`config.mk`:
```
export PLATFORM = sky130hd
export DESIGN_NAME = rail_seq_ctrl
export DESIGN_NICKNAME = d
export VERILOG_FILES = /design/src/rtl/rail_seq_pkg.sv /design/src/rtl/rail_seq_sync.sv /design/src/rtl/rail_seq_timer.sv /design/src/rtl/rail_seq_fsm.sv /design/src/rtl/rail_seq_ctrl.sv
export SDC_FILE = /design/constraint.sdc
export NUM_CORES = 1
export LEC_CHECK = 0
export ABC_AREA = 0
export ABC_CLOCK_PERIOD_IN_PS = 4400
export CAP_MARGIN = 20
export CORE_MARGIN = 2
export CORE_UTILIZATION = 25
export DETAILED_ROUTE_END_ITERATION = 10
export SKIP_CTS_REPAIR_TIMING = 1
export SLEW_MARGIN = 30
export SYNTH_ARGS = -nofsm -noshare
export SYNTH_HDL_FRONTEND = slang
export SYNTH_SLANG_ARGS = --single-unit
export TNS_END_PERCENT = 50
```
`constraint.sdc`:
```
create_clock -name clk -period 4.4 [get_ports clk]
set_input_delay 0.88 -clock clk [delete_from_list [all_inputs] [get_ports clk]]
set_output_delay 0.88 -clock clk [all_outputs]
set_load 0.03 [all_outputs]
```
`src/rtl/rail_seq_pkg.sv`:
```
`timescale 1ns/1ps
package rail_seq_pkg;

    typedef enum logic [2:0] {
        ST_IDLE,
        ST_START_DELAY,
        ST_RAMP_RAIL,
        ST_ALL_UP,
        ST_TRACK_DOWN,
        ST_FAST_SHUTDOWN,
        ST_RETRY_HOLD
    } seq_state_t;

endpackage

```
`src/rtl/rail_seq_sync.sv`:
```
`timescale 1ns/1ps
module rail_seq_sync #(
    parameter int W = 1
) (
    input  logic         clk,
    input  logic         rst_n,
    input  logic [W-1:0] d,
    output logic [W-1:0] q
);

    genvar b;
    generate
        for (b = 0; b < W; b++) begin : g_bit
            logic stage1;
            logic stage2;
            always_ff @(posedge clk or negedge rst_n) begin
                if (!rst_n) begin
                    stage1 <= 1'b0;
                    stage2 <= 1'b0;
                end else begin
                    stage1 <= d[b];
                    stage2 <= stage1;
                end
            end
            assign q[b] = stage2;
        end
    endgenerate

endmodule

```
`src/rtl/rail_seq_timer.sv`:
```
`timescale 1ns/1ps
module rail_seq_timer #(
    parameter int TW = 8
) (
    input  logic          clk,
    input  logic          rst_n,
    input  logic          load,
    input  logic [TW-1:0] load_val,
    output logic          done
);

    logic [TW-1:0] cnt;

    always_ff @(posedge clk or negedge rst_n) begin
        if (!rst_n) begin
            cnt <= '0;
        end else if (load) begin
            cnt <= load_val;
        end else if (cnt != '0) begin
            cnt <= cnt - 1'b1;
        end
    end

    assign done = (cnt == '0);

endmodule

```
`src/rtl/rail_seq_fsm.sv`:
```
`timescale 1ns/1ps
module rail_seq_fsm
    import rail_seq_pkg::*;
#(
    parameter int N     = 3,
    parameter int TW    = 8,
    parameter int D_CYC = 8,
    parameter int P_CYC = 12,
    parameter int R_CYC = 1280
) (
    input  logic          clk,
    input  logic          rst_n,
    input  logic [N-1:0]  here_s,
    input  logic [N-1:0]  ok_s,
    input  logic          hi_s,
    input  logic          lo_s,
    input  logic [N-1:0]  good_s,
    input  logic [N-1:0]  low_s,
    input  logic          tflt_s,
    input  logic          del_done,
    input  logic          flt_done,
    output logic          del_load,
    output logic [TW-1:0] del_val,
    output logic          flt_load,
    output logic [N-1:0]  gate_on,
    output logic [N-1:0]  gate_sink,
    output logic [N-1:0]  out_drain,
    output logic          power_good
);

    localparam int IW = (N > 1) ? $clog2(N) : 1;
    localparam logic [TW-1:0] D_LD = TW'(D_CYC - 1);
    localparam logic [TW-1:0] P_LD = TW'(P_CYC - 1);
    localparam logic [TW-1:0] R_LD = TW'(R_CYC - 1);

    seq_state_t    st, st_nxt;
    logic [IW-1:0] idx, idx_nxt;

    // lowest included rail at or above 'from': {found, index}
    function automatic logic [IW:0] pick(input logic [N-1:0] m, input int from);
        logic [IW:0] r;
        r = '0;
        for (int i = N - 1; i >= 0; i--) begin
            if (i >= from && m[i]) r = {1'b1, IW'(i)};
        end
        return r;
    endfunction

    logic          start_ok;
    logic          all_low;
    logic          uv_all;
    logic          lost_good;
    logic          cur_good;
    logic [IW:0]   first_rail;
    logic [IW:0]   next_rail;

    always_comb begin
        uv_all     = &ok_s;
        start_ok   = hi_s && !lo_s && uv_all;
        all_low    = &(low_s | ~here_s);
        lost_good  = |(here_s & ~good_s);
        cur_good   = good_s[idx];
        first_rail = pick(here_s, 0);
        next_rail  = pick(here_s, int'(idx) + 1);
    end

    // state register
    always_ff @(posedge clk or negedge rst_n) begin
        if (!rst_n) begin
            st  <= ST_IDLE;
            idx <= '0;
        end else begin
            st  <= st_nxt;
            idx <= idx_nxt;
        end
    end

    // next state and timer loads
    always_comb begin
        st_nxt   = st;
        idx_nxt  = idx;
        del_load = 1'b0;
        del_val  = '0;
        flt_load = 1'b0;
        unique case (st)
            ST_IDLE: begin
                if (start_ok && all_low) begin
                    flt_load = 1'b1;
                    del_load = 1'b1;
                    if (first_rail[IW]) begin
                        st_nxt  = ST_START_DELAY;
                        idx_nxt = first_rail[IW-1:0];
                        del_val = D_LD;
                    end else begin
                        st_nxt  = ST_ALL_UP;
                        del_val = P_LD;
                    end
                end
            end
            ST_START_DELAY, ST_RAMP_RAIL: begin
                if (tflt_s || !uv_all || flt_done) begin
                    st_nxt   = ST_RETRY_HOLD;
                    del_load = 1'b1;
                    del_val  = R_LD;
                end else if (lo_s) begin
                    st_nxt = ST_FAST_SHUTDOWN;
                end else if (st == ST_START_DELAY) begin
                    if (del_done) st_nxt = ST_RAMP_RAIL;
                end else if (cur_good) begin
                    del_load = 1'b1;
                    if (next_rail[IW]) begin
                        st_nxt  = ST_START_DELAY;
                        idx_nxt = next_rail[IW-1:0];
                        del_val = D_LD;
                    end else begin
                        st_nxt  = ST_ALL_UP;
                        del_val = P_LD;
                    end
                end
            end
            ST_ALL_UP: begin
                if (tflt_s || !uv_all || lost_good) begin
                    st_nxt   = ST_RETRY_HOLD;
                    del_load = 1'b1;
                    del_val  = R_LD;
                end else if (lo_s) begin
                    st_nxt = del_done ? ST_TRACK_DOWN : ST_FAST_SHUTDOWN;
                end
            end
            ST_TRACK_DOWN: begin
                if (tflt_s) begin
                    st_nxt   = ST_RETRY_HOLD;
                    del_load = 1'b1;
                    del_val  = R_LD;
                end else if (all_low) begin
                    st_nxt = ST_IDLE;
                end
            end
            ST_FAST_SHUTDOWN: begin
                if (all_low) st_nxt = ST_IDLE;
            end
            ST_RETRY_HOLD: begin
                if (del_done) st_nxt = ST_IDLE;
            end
            default: st_nxt = ST_IDLE;
        endcase
    end

    // outputs
    always_comb begin
        gate_on    = '0;
        gate_sink  = '0;
        out_drain  = '0;
        power_good = 1'b0;
        unique case (st)
            ST_START_DELAY: begin
                for (int i = 0; i < N; i++) gate_on[i] = here_s[i] && (IW'(i) < idx);
            end
            ST_RAMP_RAIL: begin
                for (int i = 0; i < N; i++) gate_on[i] = here_s[i] && (IW'(i) <= idx);
            end
            ST_ALL_UP: begin
                gate_on    = here_s;
                power_good = del_done;
            end
            ST_FAST_SHUTDOWN, ST_RETRY_HOLD: begin
                gate_sink = '1;
                out_drain = '1;
            end
            default: begin
                gate_on = '0;
            end
        endcase
    end

endmodule

```
`src/rtl/rail_seq_ctrl.sv`:
```
`timescale 1ns/1ps
module rail_seq_ctrl #(
    parameter int NUM_RAILS   = 3,
    parameter int DELAY_CYC   = 20000,
    parameter int FAULT_CYC   = 2191000,
    parameter int PG_CYC      = 20000,
    parameter int RETRY_RATIO = 16
) (
    input  logic                 clk,
    input  logic                 rst_n,
    input  logic [NUM_RAILS-1:0] supply_here,
    input  logic [NUM_RAILS-1:0] supply_ok,
    input  logic                 enable_hi,
    input  logic                 enable_lo,
    input  logic [NUM_RAILS-1:0] out_good,
    input  logic [NUM_RAILS-1:0] out_low,
    input  logic                 track_fault,
    output logic [NUM_RAILS-1:0] gate_on,
    output logic [NUM_RAILS-1:0] gate_sink,
    output logic [NUM_RAILS-1:0] out_drain,
    output logic                 power_good
);

    localparam int N         = NUM_RAILS;
    localparam int RETRY_CYC = RETRY_RATIO * FAULT_CYC;
    localparam int M1        = (DELAY_CYC > PG_CYC) ? DELAY_CYC : PG_CYC;
    localparam int M2        = (FAULT_CYC > RETRY_CYC) ? FAULT_CYC : RETRY_CYC;
    localparam int MAXC      = (M1 > M2) ? M1 : M2;
    localparam int TW        = $clog2(MAXC + 1);
    localparam logic [TW-1:0] F_LD = TW'(FAULT_CYC - 1);
    localparam int SW        = 4 * N + 3;

    logic [N-1:0] here_s, ok_s, good_s, low_s;
    logic         hi_s, lo_s, tflt_s;
    logic         del_load, flt_load, del_done, flt_done;
    logic [TW-1:0] del_val;

    rail_seq_sync #(.W(SW)) u_sync (
        .clk   (clk),
        .rst_n (rst_n),
        .d     ({supply_here, supply_ok, out_good, out_low, enable_hi, enable_lo, track_fault}),
        .q     ({here_s, ok_s, good_s, low_s, hi_s, lo_s, tflt_s})
    );

    rail_seq_timer #(.TW(TW)) u_del_tmr (
        .clk      (clk),
        .rst_n    (rst_n),
        .load     (del_load),
        .load_val (del_val),
        .done     (del_done)
    );

    rail_seq_timer #(.TW(TW)) u_flt_tmr (
        .clk      (clk),
        .rst_n    (rst_n),
        .load     (flt_load),
        .load_val (F_LD),
        .done     (flt_done)
    );

    rail_seq_fsm #(
        .N     (N),
        .TW    (TW),
        .D_CYC (DELAY_CYC),
        .P_CYC (PG_CYC),
        .R_CYC (RETRY_CYC)
    ) u_fsm (
        .clk        (clk),
        .rst_n      (rst_n),
        .here_s     (here_s),
        .ok_s       (ok_s),
        .hi_s       (hi_s),
        .lo_s       (lo_s),
        .good_s     (good_s),
        .low_s      (low_s),
        .tflt_s     (tflt_s),
        .del_done   (del_done),
        .flt_done   (flt_done),
        .del_load   (del_load),
        .del_val    (del_val),
        .flt_load   (flt_load),
        .gate_on    (gate_on),
        .gate_sink  (gate_sink),
        .out_drain  (out_drain),
        .power_good (power_good)
    );

endmodule

```
==> flow_summary.json, run 1 <==
{
  "outcome": "finished clean",
  "clock_skew_ps": 8.53,
  "grt_pass1_wl_um": 14200,
  "grt_use_met2_pct": 16.8,
  "startpoint_type": "register",
  "min_path_cells": 0,
  "grt_max_degree": 88,
  "core_area_sq_um": 16000,
  "clk_latency_ps": 340,
  "totalPowerFinal_w": 0.00291,
  "tns_ps": 0,
  "chipHeight_um": 133,
  "rr_startpoint": "u_flt_tmr.cnt[0]",
  "rows": 46,
  "critical_path.max_fanout": 5,
  "antenna_found_initial": 0,
  "vias": 2999,
  "grt_pass1_vias": 3006,
  "cts_made_buffers": 9,
  "crit_path_end_kind": "output pin",
  "viasPerCell": 4.59,
  "numPortBuffers": 26,
  "drive_above_1_share_pct": 7.99,
  "syn_inst": 412,
  "ys_seq_area_share_pct": 52.7,
  "met1_usage_pct": 12.0,
  "grtUsageMet3_pct": 2.99,
  "avgSynthCellArea_sq_um": 10.0,
  "slew_violations": 0,
  "r2r-end": "u_del_tmr.cnt[11]",
  "drtAntennaViolNets": 0,
  "internal_power_w": 0.00186,
  "routed_wl_um": 8280,
  "min_from": "u_sync.g_bit[4].stage1",
  "cp.arrival_ps": 2880,
  "yosysTopAreaCellShare_pct": 52.7,
  "drt_iter0_markers": 198,
  "io_pins": 27,
  "htree_levels": 3,
  "fillers": 1657,
  "leakage_nw": 1.90,
  "pwr-share-clk_pct": 25.8,
  "drv_cap": 0,
  "seq_power_share_pct": 41.6,
  "die-area_sq_um": 17600,
  "async_flop_share_pct": 100,
  "p_switching_w": 0.00106,
  "wl_per_cell_um": 12.7,
  "timing.fmax_mhz": 266,
  "synth-main-ff-cell": "dfrtp_1",
  "synth_cell_types": 57,
  "antenna_cells": 0,
  "combPwrFrac_pct": 32.6,
  "tightest_slew_ps": 767,
  "cts-root-buf": "clkbuf_16",
  "finalSetupViolCount": 0,
  "max_slew_margin_pct": 48.9,
  "place.gp.congestion": 0.849,
  "postPlaceCellArea_sq_um": 4590,
  "fin_util_pct": 30.6,
  "dr.pass1.iters": 4,
  "start_util_pct": 25.8,
  "ys_ff_latch": 87,
  "synth_nets": 431,
  "hpwl_um": 5580,
  "syn_area_sq_um": 4130,
  "synth_enable_flop_cells": 0,
  "clkSlewWorstSetupHoldPaths_ps": 60,
  "synth.area.top_cells": "dfrtp_1 53%, xnor2_1 6.2%, nor2_1 4.3%",
  "layout.nets": 452,
  "area_growth_pct": 18.5,
  "hold_path_class": "reg2reg",
  "rsz0062_at_grt": "no",
  "cp.required_ps": 3520,
  "grt.total_usage_pct": 9.83,
  "powerDensity_nw_per_um2": 595,
  "yosysTopAreaCell": "dfrtp_1",
  "cts.sinks": 87,
  "ys_warn_count": 0,
  "fin_crit_ps": 3760,
  "swShare_pct": 36.3,
  "hold_end": "u_sync.g_bit[4].stage2",
  "cts_tree": "done",
  "ff2ff_path_depth": 9,
  "design_area_sq_um": 4890,
  "r2r_slack_ps": 1370,
  "ir_drop_mv": 0.340,
  "remaining_drc_errors": 0,
  "critPathKind": "reg2out",
  "cts_buffer_depth": 2,
  "grt_overflow": 0,
  "finalHoldViolCount": 0,
  "period_share_pct": 85.5,
  "die_width_um": 133,
  "top_usage_layer": "met2"
}
-- cell type report --
type	count	area, sq um	share of cell area, %
Multi-Input combinational cell	295	1810	37.1
Clock inverter	5	57.6	1.18
Inverter	9	33.8	0.690
Tap cell	216	270	5.52
Clock buffer	11	243	4.96
Timing Repair Buffer	31	299	6.11
Sequential cell	87	2180	44.5
-- stage by stage --
stage               worst slack [ps]  std cells  hold WS (ps)
finish                           639        654           346
global route                     382        654           354
CTS                              569        654           351
detailed placement               957        638           337
global placement                 961        638           331
floorplan                       1270        412           331
-- registers in the layout, summed over array words and instances (netlist names) --
register and flops:
u_del_tmr.cnt 26, u_flt_tmr.cnt 26, u_sync.g_bit.stage2 15, u_fsm.st 3, u_fsm.idx 2, u_sync.g_bit.stage1 15
-- cells in the final DEF (no fill, tap or decap), drive strengths merged, types with 13 or more instances in the layout --
cell type	synthesis	final
dfrtp	87	87
nor4	16	16
clkdlybuf4s50	0	25
xor2	13	13
o21ai	23	23
nor3	15	15
nand2	40	40
nor2	47	47
xnor2	29	29
-- how the worst max path moves through the flow --
| stage | start | end | depth (start not counted) |
|---|---|---|---|
| detailed placement | u_del_tmr.cnt[16] | power_good | 5 |
| finish | u_del_tmr.cnt[16] | power_good | 5 |
| global route | u_del_tmr.cnt[16] | power_good | 5 |
| CTS | u_del_tmr.cnt[16] | power_good | 5 |
| global placement | u_del_tmr.cnt[16] | power_good | 5 |
| floorplan | u_del_tmr.cnt[0] | power_good | 7 |
-- power by group through the flow --
stage / clock network (W) / registers (W) / logic (W)
final: 0.000751 / 0.00121 / 0.000951
after global routing: 0.000808 / 0.00124 / 0.00107
after CTS: 0.000779 / 0.00121 / 0.000957
after detailed placement: 0 / 0.00122 / 0.000951
after global placement: 0 / 0.00120 / 0.000933
after floorplan: 0 / 0.00112 / 0.000817
-- synth_stat cells, types with 2 or more instances --
master,n
or4_1,8
xor2_1,13
o21a_1,2
and3_1,2
o22ai_1,3
nor4bb_1,2
ha_1,2
xnor2_1,29
clkbuf_2,2
buf_4,5
dfrtp_1,87
inv_1,9
mux2i_1,2
nor4_1,16
buf_2,2
nor4b_1,4
a21o_1,2
or3b_2,2
and2_1,3
a21oi_1,12
nor2b_1,4
o21ai_0,21
nand3_1,12
clkbuf_1,10
nor3b_1,4
or3_1,6
nand2b_1,3
nand2_1,40
or2_2,6
mux2_1,3
nor2_1,47
a21boi_0,2
nor3_1,14
o21ai_1,2
o31ai_1,9
-- cell families after synthesis --
group	share of synthesized area [%]
adder cells (fa/ha/maj)	0.606
flip-flops	52.7
multiplexers	1.58
XOR/XNOR	8.91
AND/OR/NAND/NOR	22.3
buffers and inverters	3.48
AO/OA/AOI/OAI	10.4
-- critical path: stages, from the launching register on --
cell	delay, ps
dfrtp_1	420
or4_1	580
nor4_1	490
nand3_1	210
nor2_1	160
clkdlybuf4s50_1	680
-- routing by layer --
metal	routed length (um)	part of all wire, %
met5	0	0
met1	3910	47
met2	4070	49
met4	23	0.28
met3	274	3.3
Note: power is estimated with default switching activity, not from simulation.
==> run 2: changes to the inputs <==
--- a/config.mk
+++ b/config.mk
@@ -8,8 +8,8 @@
 export ABC_AREA = 0
 export ABC_CLOCK_PERIOD_IN_PS = 4400
 export CAP_MARGIN = 20
-export CORE_MARGIN = 2
 export CORE_UTILIZATION = 25
+export CTS_CLUSTER_SIZE = 40
 export DETAILED_ROUTE_END_ITERATION = 10
 export SKIP_CTS_REPAIR_TIMING = 1
 export SLEW_MARGIN = 30
==> flow_summary.json, run 2 (synthesized netlist as in run 1, its figures left out) <==
{
  "finalSetupViolCount": 0,
  "drive_above_1_share_pct": 8.22,
  "rows": 46,
  "layout_common_cells": "87 x dfrtp_1, 47 x nor2_1, 40 x nand2_1",
  "finalHoldViolCount": 0,
  "area_growth_pct": 18.8,
  "vias": 3032,
  "powerDensity_nw_per_um2": 601,
  "viasPerCell": 4.64,
  "io_pins": 27,
  "slew_violations": 0,
  "cts.sinks": 87,
  "startpoint_type": "register",
  "min_path_cells": 0,
  "clock_skew_ps": 8.40,
  "max_slew_margin_pct": 46.4,
  "grt.total_usage_pct": 10.7,
  "top_usage_layer": "met2",
  "hpwl_um": 5740,
  "drv_cap": 0,
  "grt_use_met2_pct": 17.6,
  "grt_overflow": 0,
  "cts-root-buf": "clkbuf_16",
  "met1_usage_pct": 13.5,
  "layout.nets": 452,
  "chipHeight_um": 131,
  "cts_buffer_depth": 2,
  "grt_max_degree": 88,
  "fillers": 1687,
  "die-area_sq_um": 17000,
  "outcome": "finished clean",
  "grt_pass1_wl_um": 14400,
  "hold_end": "u_sync.g_bit[12].stage2",
  "core_area_sq_um": 16000,
  "place.gp.congestion": 0.850,
  "tns_ps": 0,
  "drt_iter0_markers": 248,
  "critical_path.max_fanout": 5,
  "final_common_cell": "dfrtp_1",
  "wl_per_cell_um": 12.7,
  "antenna_cells": 0,
  "critPathKind": "reg2out",
  "tightest_slew_ps": 797,
  "clkSlewWorstSetupHoldPaths_ps": 60,
  "reg.largest.list": "u_del_tmr.cnt: 26 flops, u_flt_tmr.cnt: 26 flops",
  "rsz0062_at_grt": "no",
  "grtUsageMet3_pct": 2.97,
  "fin_crit_ps": 3790,
  "ir_drop_mv": 0.300,
  "routed_wl_um": 8330,
  "antenna_found_initial": 0,
  "dr.pass1.iters": 4,
  "r2r_slack_ps": 1390,
  "grt_pass1_vias": 3034,
  "remaining_drc_errors": 0,
  "numPortBuffers": 26,
  "hold_path_class": "reg2reg",
  "clk_latency_ps": 340,
  "ff2ff_path_depth": 9,
  "r2r-end": "u_del_tmr.cnt[11]",
  "cp.required_ps": 3520,
  "min_from": "u_sync.g_bit[12].stage1",
  "rr_startpoint": "u_flt_tmr.cnt[0]",
  "cts_made_buffers": 9,
  "htree_levels": 3,
  "leakage_nw": 1.91,
  "startpoint": "u_del_tmr.cnt[16]",
  "cts_tree": "done",
  "timing.fmax_mhz": 264,
  "cp.arrival_ps": 2910,
  "period_share_pct": 86.1,
  "die_width_um": 131,
  "crit_path_end_kind": "output pin",
  "drtAntennaViolNets": 0,
  "totalPowerFinal_w": 0.00295,
  "start_util_pct": 25.8
}
==> run 2: final cells by class <==
type	count	area (sq um)	share of cell area [%]
Inverter	9	33.8	0.689
Timing Repair Buffer	31	299	6.10
Multi-Input combinational cell	295	1810	37.0
Clock buffer	9	225	4.59
Sequential cell	87	2180	44.4
Tap cell	216	270	5.51
Clock inverter	7	85.1	1.73
==> run 2: power breakdown <==
group / total [W] / leakage, nW / internal, W / switching (W)
logic: 0.000950 / 0.726 / 0.000419 / 0.000531
registers: 0.00121 / 1.03 / 0.000982 / 0.000229
clock network: 0.000789 / 0.154 / 0.000454 / 0.000335
total: 0.00295 / 1.91 / 0.00186 / 0.00109
==> run 2: how the worst max path moves through the flow <==
stage,end,cells past startpoint
5_1_grt,power_good,5
4_1_cts,power_good,5
3_3_place_gp,power_good,5
2_1_floorplan,power_good,7
3_5_place_dp,power_good,5
6_report,power_good,5
==> run 2: worst max-delay path: stages (launching register included) <==
cell and delay (ps):
dfrtp_1 430, or4_1 590, nor4_1 500, nand3_1 210
nor2_1 160, clkdlybuf4s50_1 680
==> run 2: metal layers <==
layer / routed length (um) / vias to the layer above
met5: 0 / -
met4: 99 / 0
met3: 356 / 9
met2: 4110 / 70
met1: 3760 / 1467
li1: - / 1486
==> run 2: per-stage QoR <==
step	std cells	cell area (sq um)	worst slack (ps)	util [%]	hold WS (ps)
after floorplan	412	4130	1270	-	331
after detailed placement	638	4590	930	28.7	336
final	654	4900	612	30.7	347
after global routing	654	4900	427	30.7	358
after global placement	638	4590	963	28.7	333
after CTS	654	4900	551	30.7	348
==> run 3: changes to the inputs <==
--- a/config.mk
+++ b/config.mk
@@ -8,7 +8,7 @@
 export ABC_AREA = 0
 export ABC_CLOCK_PERIOD_IN_PS = 4400
 export CAP_MARGIN = 20
-export CORE_UTILIZATION = 25
+export CORE_UTILIZATION = 39
 export CTS_CLUSTER_SIZE = 40
 export DETAILED_ROUTE_END_ITERATION = 10
 export SKIP_CTS_REPAIR_TIMING = 1
==> flow_summary.json, run 3 (synthesized netlist as in run 1, its figures left out) <==
{
  "outcome": "finished clean",
  "critical_path.max_fanout": 5,
  "ff2ff_path_depth": 9,
  "drtAntennaViolNets": 0,
  "hold_path_class": "reg2reg",
  "hold_end": "u_sync.g_bit[8].stage2",
  "grt.total_usage_pct": 16.0,
  "drv_cap": 0,
  "path_cells": "or4_1 -> nor4_1 -> nand3_1 -> nor2_1 -> clkdlybuf4s50_1",
  "finalSetupViolCount": 0,
  "reg.largest.list": "u_del_tmr.cnt: 26 flops, u_flt_tmr.cnt: 26 flops",
  "rr_startpoint": "u_flt_tmr.cnt[0]",
  "antenna_cells": 0,
  "wl_per_cell_um": 14.1,
  "startpoint_type": "register",
  "path_depth": 5,
  "place.gp.congestion": 0.812,
  "slew_violations": 0,
  "crit_path_end_kind": "output pin",
  "clkSlewWorstSetupHoldPaths_ps": 90,
  "grt_use_met2_pct": 26.0,
  "finalHoldViolCount": 0,
  "layout_common_cells": "87 x dfrtp_1, 47 x nor2_1, 40 x nand2_1",
  "die_width_um": 105,
  "clk_latency_ps": 360,
  "critPathKind": "reg2out",
  "crit_slowest_cell": "clkdlybuf4s50_1",
  "htree_levels": 3,
  "fin_crit_ps": 3830,
  "max_slew_margin_pct": 48.7,
  "cp.required_ps": 3520,
  "cts_tree": "done",
  "critPathTopFamily": "simple AND/OR/NAND/NOR gates",
  "grtUsageMet3_pct": 3.31,
  "drt_iter0_markers": 109,
  "cts-root-buf": "clkbuf_8",
  "rows": 37,
  "chipHeight_um": 105,
  "timing.fmax_mhz": 261,
  "r2r-end": "u_del_tmr.cnt[11]",
  "ir_drop_mv": 0.210,
  "met1_usage_pct": 20.9,
  "vias": 3011,
  "drive_above_1_share_pct": 8.20,
  "routed_wl_um": 8080,
  "start_util_pct": 40.2,
  "tightest_slew_ps": 769,
  "worst_hold_slack_ps": 351,
  "numPortBuffers": 26,
  "tns_ps": 0,
  "grt_pass1_wl_um": 14100,
  "r2r_slack_ps": 1350,
  "leakage_nw": 1.85,
  "dr.pass1.iters": 4,
  "hpwl_um": 5400,
  "clock_skew_ps": 18.1,
  "grt_overflow": 0,
  "grt_pass1_vias": 3042,
  "die-area_sq_um": 11000,
  "design_area_sq_um": 4700,
  "cts_made_buffers": 9,
  "io_pins": 27,
  "cts_buffer_depth": 2,
  "area_growth_pct": 13.8,
  "remaining_drc_errors": 0,
  "min_from": "u_sync.g_bit[8].stage1",
  "rsz0062_at_grt": "no",
  "min_path_cells": 0,
  "layout.nets": 453,
  "grt_max_degree": 60,
  "powerDensity_nw_per_um2": 577,
  "final_common_cell": "dfrtp_1",
  "top_usage_layer": "met2",
  "period_share_pct": 87.0,
  "antenna_found_initial": 0,
  "core_area_sq_um": 10300,
  "cp.buffers_inverters": 1,
  "crit_path_max_incr_delay_ps": 680,
  "cts.sinks": 87,
  "viasPerCell": 5.24,
  "cp.arrival_ps": 2950,
  "postPlaceCellArea_sq_um": 4500
}
==> run 3: changes by cell type in the layout (fill, tap and decap cells not counted), sizes merged <==
cell and change:
clkinvlp +2, clkinv +3, buf +1, inv -6, clkbuf +1
==> run 3: how the worst max path moves through the flow <==
stage                                 start    endpoint
final                     u_del_tmr.cnt[16]  power_good
after floorplan            u_del_tmr.cnt[0]  power_good
after global placement    u_del_tmr.cnt[16]  power_good
after detailed placement  u_del_tmr.cnt[16]  power_good
after CTS                 u_del_tmr.cnt[16]  power_good
after global routing      u_del_tmr.cnt[16]  power_good
==> run 3: per-layer routing <==
layer / routed length (um) / up-vias / share of wire (%)
met5: 0 / - / 0
met3: 209 / 14 / 2.6
met2: 3750 / 49 / 46
li1: - / 1482 / -
met1: 3960 / 1466 / 49
met4: 162 / 0 / 2.0
==> run 3: power by group <==
part	internal [W]	leakage, nW	switching (W)	total (W)
sequential	0.000980	1.03	0.000231	0.00121
clock	0.000265	0.0927	0.000292	0.000557
combinational	0.000418	0.730	0.000524	0.000942
==> run 3: worst reg2reg max path: cells and delay by family (launching register included) <==
family / cells / cell delay, ps
AND/OR/NAND/NOR: 4 / 1790
buffers and inverters: 2 / 300
flip-flops: 1 / 390
AO/OA/AOI/OAI: 2 / 330
adder cells (fa/ha/maj): 1 / 160
==> run 3: stage by stage <==
stage / std cells / power [W] / setup WS [ps] / util [%]
global placement: 559 / 0.00214 / 937 / 43.8
CTS: 575 / 0.00274 / 528 / 45.7
detailed placement: 559 / 0.00217 / 930 / 43.8
global route: 575 / 0.00291 / 354 / 45.7
floorplan: 412 / 0.00194 / 1270 / -
finish: 575 / 0.00271 / 571 / 45.7
==> run 3: final cells by class <==
class / instances / area, sq um
multi-input cells: 295 / 1810
flip-flops and latches: 87 / 2180
clock inverters: 6 / 71.3
repair buffers: 32 / 303
well taps: 136 / 170
fillers: 997 / 5580
clock buffers: 10 / 128
inverters: 9 / 33.8
